==> src/rtl/pwmpre_pkg.sv <==
package pwmpre_pkg;

    localparam int DATA_W  = 8;
    localparam int ADDR_W  = 2;
    localparam int NCH     = 4;
    localparam int A_SEL_W = 2;
    localparam int B_SEL_W = 3;
    localparam int SCALE_W = 8;

    // bit offsets of the rate selects inside the rate register
    localparam int A_LO = 0;
    localparam int B_LO = 4;

    typedef enum logic [ADDR_W-1:0] {
        REG_RATE  = 2'd0,
        REG_SCALE = 2'd1,
        REG_SRC   = 2'd2,
        REG_SPARE = 2'd3
    } reg_addr_e;

    typedef struct packed {
        logic [A_SEL_W-1:0] a_sel;
        logic [B_SEL_W-1:0] b_sel;
        logic [SCALE_W-1:0] scale;
        logic [NCH-1:0]     src;
    } pwm_cfg_t;

    // channels in the lower half take clock A as their base, the rest clock B
    function automatic bit base_is_a(int idx);
        return idx < (NCH / 2);
    endfunction

endpackage

==> src/rtl/pwmpre_regs.sv <==
module pwmpre_regs
    import pwmpre_pkg::*;
(
    input  logic              clk,
    input  logic              rst,
    input  logic              wr_en,
    input  logic [ADDR_W-1:0] wr_addr,
    input  logic [DATA_W-1:0] wr_data,
    output pwm_cfg_t          cfg,
    output logic              scale_wr
);

    reg_addr_e addr;

    assign addr     = reg_addr_e'(wr_addr);
    assign scale_wr = wr_en && (addr == REG_SCALE);

    always_ff @(posedge clk) begin
        if (rst) begin
            cfg <= '0;
        end else if (wr_en) begin
            case (addr)
                REG_RATE: begin
                    cfg.a_sel <= wr_data[A_LO +: A_SEL_W];
                    cfg.b_sel <= wr_data[B_LO +: B_SEL_W];
                end
                REG_SCALE: cfg.scale <= wr_data[SCALE_W-1:0];
                REG_SRC:   cfg.src   <= wr_data[NCH-1:0];
                default:   ;
            endcase
        end
    end

    AST_CFG_HOLD: assert property (@(posedge clk) disable iff (rst)
        !wr_en |=> $stable(cfg));

endmodule

==> src/rtl/pwmpre_pow2div.sv <==
module pwmpre_pow2div #(
    parameter int SEL_W = 2
) (
    input  logic             clk,
    input  logic             rst,
    input  logic             e_en,
    input  logic [SEL_W-1:0] sel,
    output logic             tick
);

    localparam int CNT_W = (1 << SEL_W) - 1;

    logic [CNT_W-1:0] cnt;
    logic [CNT_W-1:0] mask;

    // low sel bits set; a shift by the full width wraps to all ones
    assign mask = (CNT_W'(1) << sel) - CNT_W'(1);
    assign tick = e_en && ((cnt & mask) == mask);

    always_ff @(posedge clk) begin
        if (rst) begin
            cnt <= '0;
        end else if (e_en) begin
            cnt <= cnt + CNT_W'(1);
        end
    end

    AST_DIV_HOLD: assert property (@(posedge clk) disable iff (rst)
        !e_en |=> $stable(cnt));

endmodule

==> src/rtl/pwmpre_scaler.sv <==
module pwmpre_scaler #(
    parameter int CNT_W = 8
) (
    input  logic             clk,
    input  logic             rst,
    input  logic             a_tick,
    input  logic             scale_wr,
    input  logic [CNT_W-1:0] scale,
    output logic             s_tick
);

    localparam int LIM_W = CNT_W + 1;

    logic [CNT_W-1:0] cnt;
    logic             tog;
    logic [LIM_W-1:0] limit;
    logic             match;

    // a scale of zero stands for the full 2**CNT_W count
    assign limit  = (scale == '0) ? (LIM_W'(1) << CNT_W) : {1'b0, scale};
    assign match  = a_tick && ({1'b0, cnt} == (limit - LIM_W'(1)));
    assign s_tick = match && tog && !scale_wr;

    always_ff @(posedge clk) begin
        if (rst) begin
            cnt <= '0;
            tog <= 1'b0;
        end else if (scale_wr) begin
            cnt <= '0;
        end else if (match) begin
            cnt <= '0;
            tog <= ~tog;
        end else if (a_tick) begin
            cnt <= cnt + CNT_W'(1);
        end
    end

    AST_SCNT_CLEARED: assert property (@(posedge clk) disable iff (rst)
        scale_wr |=> (cnt == '0));

    AST_SCNT_IN_RANGE: assert property (@(posedge clk) disable iff (rst)
        ({1'b0, cnt} < limit));

    AST_TOG_AFTER_S: assert property (@(posedge clk) disable iff (rst)
        s_tick |=> !tog);

endmodule

==> src/rtl/pwm_clk_prescaler.sv <==
module pwm_clk_prescaler
    import pwmpre_pkg::*;
(
    input  logic              clk,
    input  logic              rst,
    input  logic              e_en,
    input  logic              wr_en,
    input  logic [ADDR_W-1:0] wr_addr,
    input  logic [DATA_W-1:0] wr_data,
    output logic [NCH-1:0]    ch_en
);

    pwm_cfg_t       cfg;
    logic           scale_wr;
    logic           a_tick;
    logic           b_tick;
    logic           s_tick;
    logic [NCH-1:0] pick;

    pwmpre_regs u_regs (
        .clk      (clk),
        .rst      (rst),
        .wr_en    (wr_en),
        .wr_addr  (wr_addr),
        .wr_data  (wr_data),
        .cfg      (cfg),
        .scale_wr (scale_wr)
    );

    pwmpre_pow2div #(.SEL_W(A_SEL_W)) u_div_a (
        .clk  (clk),
        .rst  (rst),
        .e_en (e_en),
        .sel  (cfg.a_sel),
        .tick (a_tick)
    );

    pwmpre_pow2div #(.SEL_W(B_SEL_W)) u_div_b (
        .clk  (clk),
        .rst  (rst),
        .e_en (e_en),
        .sel  (cfg.b_sel),
        .tick (b_tick)
    );

    pwmpre_scaler #(.CNT_W(SCALE_W)) u_scaler (
        .clk      (clk),
        .rst      (rst),
        .a_tick   (a_tick),
        .scale_wr (scale_wr),
        .scale    (cfg.scale),
        .s_tick   (s_tick)
    );

    for (genvar gi = 0; gi < NCH; gi++) begin : g_ch
        if (base_is_a(gi)) begin : g_a
            assign pick[gi] = cfg.src[gi] ? s_tick : a_tick;
        end else begin : g_b
            assign pick[gi] = cfg.src[gi] ? s_tick : b_tick;
        end
    end

    always_ff @(posedge clk) begin
        if (rst) begin
            ch_en <= '0;
        end else begin
            ch_en <= pick;
        end
    end

    AST_PULSE_NEEDS_E: assert property (@(posedge clk) disable iff (rst)
        (ch_en != '0) |-> $past(e_en));

    AST_RESET_QUIET: assert property (@(posedge clk)
        $past(rst) |-> (ch_en == '0));

endmodule

==> config.mk <==
export PLATFORM = sky130hd
export DESIGN_NAME = pwm_clk_prescaler
export DESIGN_NICKNAME = d
export VERILOG_FILES = /design/src/rtl/pwmpre_pkg.sv /design/src/rtl/pwmpre_regs.sv /design/src/rtl/pwmpre_pow2div.sv /design/src/rtl/pwmpre_scaler.sv /design/src/rtl/pwm_clk_prescaler.sv
export SDC_FILE = /design/constraint.sdc
export NUM_CORES = 1
export LEC_CHECK = 0
export BUFFER_PORTS_ARGS = -buffer_cell sky130_fd_sc_hd__clkbuf_2
export CORE_MARGIN = 2
export CORE_UTILIZATION = 25
export CTS_CLUSTER_SIZE = 24
export DETAILED_ROUTE_END_ITERATION = 7
export GPL_ROUTABILITY_DRIVEN = 0
export GPL_TIMING_DRIVEN = 0
export PLACE_DENSITY = 0.37
export SLEW_MARGIN = 30
export SYNTH_ARGS = -nofsm -noshare
export SYNTH_HDL_FRONTEND = slang
export SYNTH_SLANG_ARGS = --single-unit
==> constraint.sdc <==
create_clock -name clk -period 3.1 [get_ports clk]
set_input_delay 0.31 -clock clk [delete_from_list [all_inputs] [get_ports clk]]
set_output_delay 0.31 -clock clk [all_outputs]
set_load 0.005 [all_outputs]
==> flow_metrics.env <==
export IMPL_run_status="finished, final reports clean"
export IMPL_tightest_slew_ps=759.9
export IMPL_drt_iter0_drc=62
export IMPL_finalSetupViolCount=0
export IMPL_hold_path_startpoint="wr_data[7]"
export IMPL_ys_warn_count=0
export IMPL_seq_area_frac_synth_pct=40.95
export IMPL_final_common_cell="dfxtp_1"
export IMPL_grt_use_met1_pct=16.43
export IMPL_first_pass_iters=4
export IMPL_cp_max_fo=6
export IMPL_drive_gt1_share_pct=10.12
export IMPL_dieWidth_um=92.45
export IMPL_cp_data_required_time_ps=3280
export IMPL_crit_path_end_kind="flip-flop"
export IMPL_die_area_sq_um=8546
export IMPL_hpwl_um=3477
export IMPL_worst_ir_drop_vdd_mv=0.2172
export IMPL_syn_to_final_growth_pct=15.48
export IMPL_finalMaxSlewViolations=0
export IMPL_synthArstFlopShare_pct=0
export IMPL_path_cells="inv_1 > ha_1 > xor2_1 > a311o_1 > a221oi_1 > o211ai_1 > or4_4 > mux2_4"
export IMPL_top_usage_layer="met2"
export IMPL_core_region_area_sq_um=7647
export IMPL_synth_top_area_share_pct=40.95
export IMPL_fin_cells=359
export IMPL_htree_levels=2
export IMPL_rsz0062_at_grt="false"
export IMPL_max_slew_margin_pct=49.15
export IMPL_clk_pin_slew_worst_paths_ps=80
export IMPL_io_buffers=15
export IMPL_synthCells=234
export IMPL_n_fill_cell=827
export IMPL_yosys_top_cells_area="dfxtp_1 41%, nor2_1 7.1%, nand2_1 6.1%"
export IMPL_grt_pass1_vias=1563
export IMPL_clockBufferDepth=2
export IMPL_grt_pass1_wl_um=7907
export IMPL_final_util_pct=29.53
export IMPL_cts_root_buf="clkbuf_8"
export IMPL_powerDensity_nw_per_um2=456.0
export IMPL_path_class="reg -> reg"
export IMPL_finalSetupTns_ps=0
export IMPL_rr_worst_depth=8
export IMPL_io_pins=18
export IMPL_reg2reg_slack_ps=430
export IMPL_grt_max_degree=12
export IMPL_max_freq_ghz=0.3748
export IMPL_die_h_um=92.45
export IMPL_fin_nets=275
export IMPL_cts_hold_buffers=0
export IMPL_fin_skew_ps=4.493
export IMPL_cts_resized_gates=0
export IMPL_yosys_most_used_dff="dfxtp_1"
export IMPL_hold_ws_ps=249.4
export IMPL_vias=1592
export IMPL_clk_latency_ps=290
export IMPL_r2r_start="u_regs.cfg[4]"
export IMPL_grt_total_usage_pct=11.81
export IMPL_initial_core_util_pct=25.57
export IMPL_cts_setup_buffers=0
export IMPL_avgSynthCellArea_sq_um=8.357
export IMPL_routed_via_density=4.435
export IMPL_grtUsageMet3_pct=2.604
export IMPL_syn_nets=253
export IMPL_synthesis_area_sq_um=1956
export IMPL_n_antenna_cell=0
export IMPL_final_hold_viol_count=0
export IMPL_ant_nets=0
export IMPL_final_cell_mix="40 x dfxtp_1, 37 x nor2_1, 32 x nand2_1"
export IMPL_met2_usage_pct=17.88
export IMPL_cts_buffers=5
export IMPL_hold_class="in -> reg"
export IMPL_antenna_found_initial=0
export IMPL_drc_errors=0
export IMPL_min_period_ps=2668
export IMPL_cts_tree="built"
export IMPL_cp_start_kind="flip-flop"
export IMPL_r2r_end="u_scaler.tog"
export IMPL_critical_path_max_stage_delay_ps=490
export IMPL_multi_input_area_sq_um=1116
export IMPL_regArea_sq_um=800.8
export IMPL_cts_sinks=40
export IMPL_drv_cap=0
export IMPL_ys_types=39
export IMPL_grt_overflow=0
export IMPL_yosys_register_bits=40
export IMPL_yosys_area_top_type="dfxtp_1"
export IMPL_placed_cells=351
export IMPL_wire_per_inst_um=12.85
export IMPL_rows=32
export IMPL_arrival_ps=2850
export IMPL_min_path_cells=3
export IMPL_period_share_pct=86.06
export IMPL_wirelength_um=4612
export IMPL_hold_end="u_regs.cfg[11]"
export IMPL_crit_path_top_delay_cell="or4_4"
export IMPL_p_leak_nw=0.8351
export IMPL_synth_edf_count=0
-- Yosys cell counts, types with 2 or more instances --
| cell | n |
|---|---|
| xor2_1 | 12 |
| nor3_1 | 3 |
| nor2_1 | 37 |
| o21ai_1 | 2 |
| nand3_1 | 2 |
| and3_1 | 2 |
| nand2_1 | 32 |
| nand4_1 | 5 |
| clkbuf_1 | 8 |
| mux2i_1 | 11 |
| a221oi_1 | 2 |
| or3_1 | 2 |
| nand3b_1 | 5 |
| ha_1 | 5 |
| nor2b_1 | 2 |
| inv_1 | 5 |
| xnor2_1 | 10 |
| nor3b_1 | 3 |
| o21ai_0 | 9 |
| a21oi_1 | 15 |
| dfxtp_1 | 40 |
| nand2b_1 | 4 |
| o32ai_1 | 2 |
-- how the worst max path moves through the flow --
| stage | from | to | slack (ps) | cells past startpoint |
|---|---|---|---|---|
| floorplan | u_regs.cfg[4] | u_scaler.tog | 670 | 8 |
| global placement | u_regs.cfg[4] | u_scaler.cnt[5] | 90 | 8 |
| detailed placement | u_regs.cfg[4] | u_scaler.tog | 420 | 8 |
| CTS | u_regs.cfg[4] | u_scaler.tog | 410 | 8 |
| global route | u_regs.cfg[4] | u_scaler.tog | 300 | 8 |
| finish | u_regs.cfg[4] | u_scaler.tog | 430 | 8 |
-- final cells by class --
| cell class | instances | area share (%) |
|---|---|---|
| plain buffers | 8 | 1.330 |
| clock buffers | 8 | 3.989 |
| inverters | 5 | 0.8310 |
| multi-input cells | 181 | 49.42 |
| flip-flops and latches | 40 | 35.46 |
| well taps | 102 | 5.651 |
| repair buffers | 15 | 3.324 |
-- per-layer routing --
| metal | share of wire (%) | vias up |
|---|---|---|
| met5 | 0 | - |
| li1 | - | 854 |
| met3 | 3.4 | 7 |
| met2 | 42 | 18 |
| met4 | 1.4 | 0 |
| met1 | 53 | 713 |
-- power by group --
| group | switching [mW] | total, mW | leakage [nW] | internal [mW] |
|---|---|---|---|---|
| Combinational | 0.0665 | 0.117 | 0.464 | 0.0508 |
| Sequential | 0.0199 | 0.553 | 0.325 | 0.533 |
| Clock | 0.178 | 0.359 | 0.0455 | 0.182 |
| Total | 0.264 | 1.03 | 0.835 | 0.766 |
-- state kept, by name, summed over array words and instances (netlist names) --
signal	cells
u_scaler.cnt	8
u_regs.cfg	17
u_div_b.cnt	7
u_div_a.cnt	3
u_scaler.tog	1
ch_en	4
-- metrics by stage --
step | setup WS (ps) | total power [mW] | area (sq um)
floorplan | 671.7 | 0.6424 | 1956
global route | 298.8 | 1.090 | 2258
detailed placement | 424.8 | 0.6842 | 2168
finish | 432.0 | 1.030 | 2258
CTS | 408.6 | 1.053 | 2258
global placement | 92.94 | 0.6835 | 2158
-- worst max-delay path, delay by kind of cell, from the launching register on --
kind / cells / cell delay (ps)
buffers and inverters: 1 / 90
AND/OR/NAND/NOR: 1 / 490
AO/OA/AOI/OAI: 3 / 820
flip-flops: 1 / 440
adder cells (fa/ha/maj): 1 / 250
XOR/XNOR: 1 / 160
multiplexers: 1 / 310
-- cell families after synthesis --
| logic type | Yosys count | synth area share (%) |
|---|---|---|
| multiplexers | 12 | 6.398 |
| AND/OR/NAND/NOR | 103 | 24.95 |
| adder cells (fa/ha/maj) | 5 | 3.199 |
| AO/OA/AOI/OAI | 39 | 12.16 |
| flip-flops | 40 | 40.95 |
| buffers and inverters | 13 | 2.495 |
| XOR/XNOR | 22 | 9.853 |
No activity file was read; power rests on OpenSTA's default activity.
